$ cat src/rtl/scan_ir_pkg.sv
// Shared types for the instruction path: data-register choice and mode set.
package scan_ir_pkg;

    typedef enum logic [1:0] {
        PICK_BYPASS = 2'd0,
        PICK_IDENT  = 2'd1,
        PICK_BOUND  = 2'd2
    } dr_pick_e;

    typedef struct packed {
        dr_pick_e pick;
        logic     pins_from_cells;
        logic     core_from_cells;
        logic     pins_float;
    } op_ctrl_t;

endpackage

$ cat src/rtl/scan_ir_reg.sv
// Instruction shift register plus shadow register.
// Assumes the controller never raises capture and shift together;
// capture wins if it does. Reset is synchronous, active low.
module scan_ir_reg #(
    parameter int unsigned          IR_W   = 4,
    parameter int unsigned          STAT_W = 2,
    parameter logic [IR_W-1:0]      RST_OP = '1
) (
    input  logic              clk,
    input  logic              rst_n,
    input  logic              tdi,
    input  logic              capture,
    input  logic              shift,
    input  logic              update,
    input  logic [STAT_W-1:0] status_in,
    output logic              ir_so,
    output logic [IR_W-1:0]   op_q
);

    logic [IR_W-1:0] sr_q;
    logic [IR_W-1:0] cap_word;

    // Capture word: fixed 01 marker in the low bits, status above it.
    generate
        if (IR_W > 2) begin : g_status
            assign cap_word = {status_in[IR_W-3:0], 2'b01};
        end else begin : g_nostatus
            assign cap_word = 2'b01;
        end
    endgenerate

    // Shift register: parallel capture or one step toward bit 0.
    always_ff @(posedge clk) begin
        if (!rst_n) begin
            sr_q <= '0;
        end else if (capture) begin
            sr_q <= cap_word;
        end else if (shift) begin
            sr_q <= {tdi, sr_q[IR_W-1:1]};
        end
    end

    // Shadow register: takes the shifted word only on update.
    always_ff @(posedge clk) begin
        if (!rst_n) begin
            op_q <= RST_OP;
        end else if (update) begin
            op_q <= sr_q;
        end
    end

    assign ir_so = sr_q[0];

    p_capture_marker_r1: assert property (@(posedge clk) disable iff (!rst_n)
        capture |=> (sr_q[1:0] == 2'b01));

    p_shift_entry_r2: assert property (@(posedge clk) disable iff (!rst_n)
        (shift && !capture) |=> (sr_q[IR_W-1] == $past(tdi)));

    p_shadow_hold_r3: assert property (@(posedge clk) disable iff (!rst_n)
        !update |=> $stable(op_q));

    p_shadow_take_r3: assert property (@(posedge clk) disable iff (!rst_n)
        update |=> (op_q == $past(sr_q)));

    p_reset_op_r4: assert property (@(posedge clk)
        !rst_n |=> (op_q == RST_OP));

endmodule

$ cat src/rtl/scan_ir_decode.sv
// Instruction decoder: maps the active instruction to a data-register
// choice and test-mode controls. All ones and all zeros are fixed codes;
// the other codes are parameters. Undecoded codes behave as bypass.
module scan_ir_decode
    import scan_ir_pkg::*;
#(
    parameter int unsigned     IR_W      = 4,
    parameter bit              HAS_ID    = 1'b1,
    parameter logic [IR_W-1:0] OP_IDCODE = 4'b0010,
    parameter logic [IR_W-1:0] OP_SAMPLE = 4'b0001,
    parameter logic [IR_W-1:0] OP_INTEST = 4'b0100,
    parameter logic [IR_W-1:0] OP_CLAMP  = 4'b0101,
    parameter logic [IR_W-1:0] OP_HIGHZ  = 4'b0110
) (
    input  logic [IR_W-1:0] op,
    output op_ctrl_t        ctrl
);

    // Priority decode: fixed codes first, then parameter codes.
    always_comb begin
        ctrl.pick            = PICK_BYPASS;
        ctrl.pins_from_cells = 1'b0;
        ctrl.core_from_cells = 1'b0;
        ctrl.pins_float      = 1'b0;
        if (op == {IR_W{1'b1}}) begin
            ctrl.pick = PICK_BYPASS;
        end else if (op == {IR_W{1'b0}}) begin
            ctrl.pick            = PICK_BOUND;
            ctrl.pins_from_cells = 1'b1;
        end else if (op == OP_SAMPLE) begin
            ctrl.pick = PICK_BOUND;
        end else if (op == OP_INTEST) begin
            ctrl.pick            = PICK_BOUND;
            ctrl.core_from_cells = 1'b1;
        end else if (op == OP_CLAMP) begin
            ctrl.pick            = PICK_BYPASS;
            ctrl.pins_from_cells = 1'b1;
        end else if (op == OP_HIGHZ) begin
            ctrl.pick       = PICK_BYPASS;
            ctrl.pins_float = 1'b1;
        end else if (HAS_ID && (op == OP_IDCODE)) begin
            ctrl.pick = PICK_IDENT;
        end
    end

endmodule

$ cat src/rtl/scan_dr_bank.sv
// Local data registers (bypass stage and optional 32-bit ID register)
// and the serial-output selector. Only the selected register reacts to
// capture and shift; the boundary register is external.
module scan_dr_bank
    import scan_ir_pkg::*;
#(
    parameter bit          HAS_ID  = 1'b1,
    parameter int unsigned ID_LEN  = 32,
    parameter logic [ID_LEN-1:0] ID_WORD = '1
) (
    input  logic     clk,
    input  logic     rst_n,
    input  logic     tdi,
    input  logic     dr_capture,
    input  logic     dr_shift,
    input  dr_pick_e pick,
    input  logic     bnd_so,
    output logic     dr_so
);

    logic byp_q;
    logic id_bit;

    // Bypass stage: loads 0 on capture, passes tdi on shift.
    always_ff @(posedge clk) begin
        if (!rst_n) begin
            byp_q <= 1'b0;
        end else if (pick == PICK_BYPASS) begin
            if (dr_capture) begin
                byp_q <= 1'b0;
            end else if (dr_shift) begin
                byp_q <= tdi;
            end
        end
    end

    generate
        if (HAS_ID) begin : g_id
            logic [ID_LEN-1:0] id_q;

            // ID register: loads the constant word, shifts toward bit 0.
            always_ff @(posedge clk) begin
                if (!rst_n) begin
                    id_q <= ID_WORD;
                end else if (pick == PICK_IDENT) begin
                    if (dr_capture) begin
                        id_q <= ID_WORD;
                    end else if (dr_shift) begin
                        id_q <= {tdi, id_q[ID_LEN-1:1]};
                    end
                end
            end

            assign id_bit = id_q[0];

            p_id_load_r8: assert property (@(posedge clk) disable iff (!rst_n)
                (dr_capture && pick == PICK_IDENT) |=> (id_q == ID_WORD));

            p_keep_id_r10: assert property (@(posedge clk) disable iff (!rst_n)
                (pick != PICK_IDENT) |=> $stable(id_q));
        end else begin : g_noid
            assign id_bit = 1'b0;
        end
    endgenerate

    // Serial output of whichever register is selected.
    always_comb begin
        unique case (pick)
            PICK_IDENT: dr_so = id_bit;
            PICK_BOUND: dr_so = bnd_so;
            default:    dr_so = byp_q;
        endcase
    end

    p_bypass_zero_r5: assert property (@(posedge clk) disable iff (!rst_n)
        (dr_capture && pick == PICK_BYPASS) |=> (byp_q == 1'b0));

    p_bypass_pass_r5: assert property (@(posedge clk) disable iff (!rst_n)
        (dr_shift && !dr_capture && pick == PICK_BYPASS) |=> (byp_q == $past(tdi)));

    p_keep_bypass_r10: assert property (@(posedge clk) disable iff (!rst_n)
        (pick != PICK_BYPASS) |=> $stable(byp_q));

endmodule

$ cat src/rtl/scan_ir_select.sv
// Top of the instruction path: instruction register, decoder, local
// data registers and the serial output selector. Strobes come from an
// external port controller; the boundary register is external.
module scan_ir_select
    import scan_ir_pkg::*;
#(
    parameter int unsigned     IR_W       = 4,
    parameter bit              HAS_ID     = 1'b1,
    parameter logic [IR_W-1:0] OP_IDCODE  = 4'b0010,
    parameter logic [IR_W-1:0] OP_SAMPLE  = 4'b0001,
    parameter logic [IR_W-1:0] OP_INTEST  = 4'b0100,
    parameter logic [IR_W-1:0] OP_CLAMP   = 4'b0101,
    parameter logic [IR_W-1:0] OP_HIGHZ   = 4'b0110,
    parameter logic [3:0]      ID_VERSION = 4'h3,
    parameter logic [15:0]     ID_PART    = 16'hA5C1,
    parameter logic [10:0]     ID_MAKER   = 11'h2B5
) (
    input  logic                                  clk,
    input  logic                                  rst_n,
    input  logic                                  tdi,
    input  logic                                  sel_ir,
    input  logic                                  ir_capture,
    input  logic                                  ir_shift,
    input  logic                                  ir_update,
    input  logic                                  dr_capture,
    input  logic                                  dr_shift,
    input  logic [((IR_W > 2) ? IR_W-2 : 1)-1:0]  status_in,
    input  logic                                  bnd_so,
    output logic                                  scan_so,
    output logic [IR_W-1:0]                       active_op,
    output logic                                  dr_so,
    output logic [1:0]                            dr_pick,
    output logic                                  pins_from_cells,
    output logic                                  core_from_cells,
    output logic                                  pins_float
);

    localparam int unsigned      STAT_W  = (IR_W > 2) ? IR_W - 2 : 1;
    localparam int unsigned      ID_LEN  = 32;
    localparam logic [IR_W-1:0]  RST_OP  = HAS_ID ? OP_IDCODE : {IR_W{1'b1}};
    localparam logic [ID_LEN-1:0] ID_WORD = {ID_VERSION, ID_PART, ID_MAKER, 1'b1};

    logic     ir_so;
    op_ctrl_t ctrl;

    scan_ir_reg #(
        .IR_W   (IR_W),
        .STAT_W (STAT_W),
        .RST_OP (RST_OP)
    ) u_ir (
        .clk       (clk),
        .rst_n     (rst_n),
        .tdi       (tdi),
        .capture   (ir_capture),
        .shift     (ir_shift),
        .update    (ir_update),
        .status_in (status_in),
        .ir_so     (ir_so),
        .op_q      (active_op)
    );

    scan_ir_decode #(
        .IR_W      (IR_W),
        .HAS_ID    (HAS_ID),
        .OP_IDCODE (OP_IDCODE),
        .OP_SAMPLE (OP_SAMPLE),
        .OP_INTEST (OP_INTEST),
        .OP_CLAMP  (OP_CLAMP),
        .OP_HIGHZ  (OP_HIGHZ)
    ) u_dec (
        .op   (active_op),
        .ctrl (ctrl)
    );

    scan_dr_bank #(
        .HAS_ID  (HAS_ID),
        .ID_LEN  (ID_LEN),
        .ID_WORD (ID_WORD)
    ) u_dr (
        .clk        (clk),
        .rst_n      (rst_n),
        .tdi        (tdi),
        .dr_capture (dr_capture),
        .dr_shift   (dr_shift),
        .pick       (ctrl.pick),
        .bnd_so     (bnd_so),
        .dr_so      (dr_so)
    );

    // Outputs: decoded controls and the serial output path selector.
    assign dr_pick         = ctrl.pick;
    assign pins_from_cells = ctrl.pins_from_cells;
    assign core_from_cells = ctrl.core_from_cells;
    assign pins_float      = ctrl.pins_float;
    assign scan_so         = sel_ir ? ir_so : dr_so;

    p_modes_exclusive_r7: assert property (@(posedge clk) disable iff (!rst_n)
        $onehot0({pins_from_cells, core_from_cells, pins_float}));

    p_float_not_boundary_r7: assert property (@(posedge clk) disable iff (!rst_n)
        pins_float |-> (dr_pick != PICK_BOUND));

endmodule

$ cat config.mk
export PLATFORM = sky130hd
export DESIGN_NAME = scan_ir_select
export DESIGN_NICKNAME = d
export VERILOG_FILES = /design/src/rtl/scan_ir_pkg.sv /design/src/rtl/scan_ir_reg.sv /design/src/rtl/scan_ir_decode.sv /design/src/rtl/scan_dr_bank.sv /design/src/rtl/scan_ir_select.sv
export SDC_FILE = /design/constraint.sdc
export NUM_CORES = 1
export LEC_CHECK = 0
export BUFFER_PORTS_ARGS = -buffer_cell sky130_fd_sc_hd__buf_2
export CAP_MARGIN = 20
export CORE_MARGIN = 5
export CORE_UTILIZATION = 50
export CTS_CLUSTER_DIAMETER = 40
export DETAILED_ROUTE_END_ITERATION = 10
export GPL_ROUTABILITY_DRIVEN = 0
export HOLD_SLACK_MARGIN = 0.1
export PLACE_DENSITY_LB_ADDON = 0.12
export SLEW_MARGIN = 0
export SYNTH_ARGS = -nofsm -noshare
export SYNTH_HDL_FRONTEND = slang
export SYNTH_SLANG_ARGS = --single-unit
$ cat constraint.sdc
create_clock -name clk -period 2.6 [get_ports clk]
set_input_delay 0.39 -clock clk [delete_from_list [all_inputs] [get_ports clk]]
set_output_delay 0.39 -clock clk [all_outputs]
set_load 0.02 [all_outputs]
Yosys cells after proc, flatten, opt, wreduce, memory -nomap -nowiden --
Cells that the tools add are included.
Operators by class: reductions and logical operators 7, equal/unequal tests 8, multiplexer cells 24, bitwise logic cells 1
Operator list (number):
- $mux 32 | 2
- $eq 4x3->1 const B | 3
- $mux 1 | 11
- $mux 2 | 5
- $mux 3 | 3
- $mux 4 | 2
- $eq 4x1->1 const B | 1
- $eq 4x2->1 const B | 1
- $eq 4x4->1 const B | 1
- $logic_not 4->1 | 1
- $reduce_and 2->1 | 2
- $reduce_bool 2->1 | 2
- $eq 2x1->1 const B | 1
- $eq 2x2->1 const B | 1
- $logic_not 2->1 | 1
- $pmux 1 s2 | 1
- $reduce_or 2->1 | 1
- $not 1->1 | 1
Storage, ports and cells: logic and storage cells 45, output and inout bits 11, register bits 41

Logic depth before layout (Yosys ltp) --
depth in word-level cells 11, depth in mapped cells 7, gate-level depth less buffers 5

Hierarchy --
Synthesis repeated with hierarchy kept, for this count alone.
Second synthesis, totals: cells, all modules 179, area total of the unflattened synthesis 1695.4 µm²
Modules (own cells, without submodules):
- scan_dr_bank | seq. area each 660.6 µm², cells an instance 145, instances 1, area an instance 1310.0 µm²
- scan_ir_reg | seq. area each 160.2 µm², cells an instance 27, instances 1, area an instance 319.1 µm²
- scan_ir_decode | seq. area each 0.0 µm², cells an instance 6, instances 1, area an instance 51.3 µm²
- scan_ir_select | seq. area each 0.0 µm², cells an instance 1, instances 1, area an instance 15.0 µm²

Worst setup path after synthesis --
Ideal clock, no wire load.
kind register to output, start point register u_ir.op_q[2], end point output port scan_so, setup slack 0.010 ns, arrival 2.200 ns, path buffers 0, cell stages (with the launch flop) 5, path through dfxtp_1 -> a211oi_1 -> ha_1 -> nor2b_1 -> o31ai_1
Between the ends: elaborated cells between the ends (all ways) 18, those cells by class eq/ne (8); mux (9); reduce/logical (1)
RTL lines:
- from (decl) | line scan_ir_reg.sv:17 | output logic [IR_W-1:0] op_q
- from (signal assigned) | line scan_ir_reg.sv:48 | op_q <= sr_q;
- $eq 4x3->1 | line scan_ir_decode.sv:32 | end else if (op == OP_INTEST) begin
- $mux 2 | line scan_ir_decode.sv:32
- $mux 2 | line scan_ir_decode.sv:30 | end else if (op == OP_SAMPLE) begin
- $mux 3 | line scan_ir_decode.sv:27 | end else if (op == {IR_W{1'b0}}) begin
- $mux 2 * | line scan_ir_decode.sv:25 | if (op == {IR_W{1'b1}}) begin
- via dr_pick[1] | line scan_ir_select.sv:32 | output logic [1:0] dr_pick,
- $eq 2x2->1 or $eq 2x1->1 (tied branches) | line scan_dr_bank.sv:68 | unique case (pick)
- $pmux 1 s2 * | line scan_dr_bank.sv:68
- $mux 1 * | line scan_ir_select.sv:95 | assign scan_so = sel_ir ? ir_so : dr_so;
- to (decl) | line scan_ir_select.sv:29 | output logic scan_so,
Mark *: on every way through the listed nets, which the timed path passes. The rest lies on a longest branch.

Worst setup path after layout --
start point register u_ir.op_q[2], end point output port scan_so
Between the ends: cells in the longest elaborated chain, start to end 11, elaborated cells between the ends (all ways) 18, those cells by class eq/ne (8); mux (9); reduce/logical (1)
Ends and longest elaborated chain:
- $eq 4x2->1 | line scan_ir_decode.sv:41 | end else if (HAS_ID && (op == OP_IDCODE)) begin
- $mux 1 | line scan_ir_decode.sv:41
- $mux 1 | line scan_ir_decode.sv:38 | end else if (op == OP_HIGHZ) begin
- $mux 2 | line scan_ir_decode.sv:35 | end else if (op == OP_CLAMP) begin
- $mux 2 | line scan_ir_decode.sv:32
- $mux 2 | line scan_ir_decode.sv:30
- $mux 3 | line scan_ir_decode.sv:27
- $mux 2 * | line scan_ir_decode.sv:25
- $eq 2x2->1 or $eq 2x1->1 (tied branches) | line scan_dr_bank.sv:68
- $pmux 1 s2 * | line scan_dr_bank.sv:68
- $mux 1 * | line scan_ir_select.sv:95
Every way passes the cells marked *; elsewhere a longest branch is shown, timed or not.

==> results.py <==
metrics = {
    "outcome": {
        "status": "finished, final reports clean",
    },
    "sta": {
        "hold_viol": 0,
        "setup_viol": 0,
        "rsz0062_at_grt": "false",
        "slew_headroom_pct": 40.3,
        "slew_violations": 0,
        "skew_ns": 0.00765,
        "timing.final.crit_share_pct": 92.0,
        "fmax_mhz": 418,
        "timing.final.ws_setup_ns": 0.207,
        "fin_crit_ns": 2.39,
        "tightestPinTransition_ns": 0.895,
        "setup_tns_ns": 0,
    },
    "critical_path": {
        "rr_endpoint": "u_dr.g_id.id_q[15]$_SDFFE_PN0P_",
        "ff2ff_setup_slack_ns": 0.68,
        "rr_worst_depth": 5,
        "cp_max_fo": 7,
        "endpoint_kind": "output pin",
        "cp.required_ns": 2.21,
        "worstSetupStartpointType": "register",
        "timing.rr.start": "u_ir.op_q[3]$_SDFFE_PN0P_",
        "path_class": "register to output pin",
        "arrival_ns": 2.00,
    },
    "routing": {
        "vias": 1357,
        "wl_per_cell_microns": 13.3,
        "drc": 0,
        "drt-total-wl_microns": 3470,
        "ant_nets": 0,
        "drtPass1Iterations": 4,
        "via_per_inst": 5.20,
        "drtIter0Drc": 54,
    },
    "logic_synthesis": {
        "syn_nets": 210,
        "avgSynthCellArea_sq_um": 10.2,
        "yosysWarnings": 0,
        "yosysSeqAreaShare_pct": 41.4,
        "synthesis.area_sq_mm": 0.00198,
        "synthDistinctLibCells": 28,
        "ys_ff_latch": 41,
        "synth_cells": 195,
    },
    "place": {
        "dp_hpwl_microns": 2300,
        "placed_cells": 253,
        "port_buffers": 22,
        "dp_slack_ns": 0.494,
    },
    "layout": {
        "drive_gt1_share_pct": 17.1,
        "multi_input_area_sq_mm": 0.00102,
        "regArea_sq_um": 821,
        "final_cell_mix": "dfxtp_1 (41), mux2i_1 (40), buf_2 (22)",
        "mostFrequentLayoutCell": "dfxtp_1",
        "syn_to_final_growth_pct": 7.82,
        "fillCellCount": 386,
        "n_antenna_cell": 0,
        "fin_util_pct": 54.7,
        "fin_nets": 225,
        "fin_cells": 261,
    },
    "global_route": {
        "grt_pass1_wl_microns": 6080,
        "grt_max_degree": 65,
        "grt_usage_pct": 14.5,
        "antenna_found_initial": 0,
        "grt.overflow.total": 0,
        "grt_pass1_vias": 1352,
    },
    "die": {
        "row_count": 23,
        "core-area_sq_mm": 0.00391,
        "die_h_microns": 73,
        "boundaryPins": 23,
        "dieArea_sq_mm": 0.00533,
        "start_util_pct": 50.7,
        "die_width_microns": 73,
    },
    "min_path": {
        "worstHoldStart": "ir_capture",
        "holdPathEnd": "u_ir.sr_q[1]$_SDFFE_PP0P_",
        "hold_depth": 2,
        "hp-class": "input pin to register",
    },
    "clocking": {
        "clk_latency_ns": 0.29,
        "cts-root-buf": "clkbuf_8",
        "clockBufferDepth": 2,
        "clkSinkCount": 41,
        "cts_tree": "yes",
        "postCtsSetupBuffers": 0,
        "cts-buffers-inserted": 5,
        "h-tree-depth": 2,
        "path_clk_slew_ns": 0.08,
    },
    "pwr": {
        "irDropWorstVdd_v": 0.000444,
        "leakage_nw": 0.844,
        "cellPowerDensity_mw_per_mm2": 625,
    },
    "flow_run": {
        "maxCapViolations": 0,
    },
}
-- cell type report --
cell class | count | share of cell area [%]
inverter | 4 | 0.702
sequential | 41 | 38.4
clock inverter | 2 | 0.643
multi-input combinational | 134 | 47.7
timing repair buffer | 24 | 5.85
tap | 50 | 2.92
clock buffer | 6 | 3.86
-- stage by stage --
stage               hold WS (ns)  cell area (sq um)  total power, mW
floorplan                  0.435               1980            0.893
global placement           0.443               2030            0.908
detailed placement         0.452               2030            0.919
CTS                        0.291               2130             1.36
global route               0.306               2140             1.41
finish                     0.297               2140             1.34
-- registers in the layout, indices dropped and copies added (netlist names) --
| signal | cells |
|---|---|
| u_dr.g_id.id_q | 32 |
| u_ir.op_q | 4 |
| u_ir.sr_q | 4 |
| u_dr.byp_q | 1 |
-- worst max path at each step --
stage | start | end | slack (ns) | cells past startpoint
after detailed placement | u_ir.op_q[3]$_SDFFE_PN0P_ | scan_so | 0.49 | 6
after global routing | u_ir.op_q[2]$_SDFFE_PN0P_ | scan_so | 0.04 | 6
after floorplan | u_ir.op_q[2]$_SDFFE_PN0P_ | scan_so | 0.01 | 4
final | u_ir.op_q[2]$_SDFFE_PN0P_ | scan_so | 0.21 | 6
after global placement | u_ir.op_q[3]$_SDFFE_PN0P_ | scan_so | 0.56 | 6
after CTS | u_ir.op_q[3]$_SDFFE_PN0P_ | scan_so | 0.16 | 6
-- power breakdown --
| part | switching, mW | internal (mW) |
|---|---|---|
| clock network | 0.217 | 0.215 |
| registers | 0.0238 | 0.663 |
| logic | 0.120 | 0.0987 |
| total | 0.360 | 0.977 |
-- cells by family after synthesis --
kind of cell               count (synthesis)  synth area share [%]
AOI/OAI and AO/OA                          9                  3.28
xor gates and xnor gates                   1                 0.441
adders and majority gates                  3                  1.89
buffers and inverters                     20                  7.76
DFF                                       41                  41.4
muxes                                     40                  20.2
and+or+nand+nor                           81                  25.1
-- synth_stat cells (all sizes together) --
master	number	area [sq um]
dlygate4sd1	1	8.76
mux2i	40	400
inv	4	15.0
o22ai	1	6.26
and3	1	6.26
o21a	2	15.0
clkbuf	3	11.3
nand2	19	71.3
dlymetal6s2s	1	12.5
nor3b	16	120
a21oi	1	5.00
nor2b	19	119
xor2	1	8.76
a221oi	1	8.76
nor3	2	10.0
o31ai	1	7.51
ha	3	37.5
nor2	5	18.8
buf	11	106
nor4b	2	23.8
dfxtp	41	821
a211oi	3	22.5
nand3b	16	120
nand4b	1	8.76
-- timing repair --
item / in CTS / in global routing
endpoints found under the setup margin: 0 / 1
hold buffers: 0 / 0
resized for setup: 0 / 1
-- routing by layer --
| layer | global-route usage [%] | vias to the layer above | routed length, microns |
|---|---|---|---|
| met2 | 25.1 | 13 | 1720 |
| met5 | 0 | - | 0 |
| met3 | 4.13 | 7 | 97 |
| met4 | 5.53 | 0 | 61 |
| li1 | - | 700 | - |
| met1 | 16.7 | 637 | 1590 |
-- critical path, cell delays in order (launching register included) --
cell and delay (ns):
dfxtp_1 0.39, a211oi_1 0.39, inv_1 0.12, ha_1 0.22
a221oi_1 0.32, o31ai_1 0.11, buf_2 0.17
(Power assumes the default switching activity.)
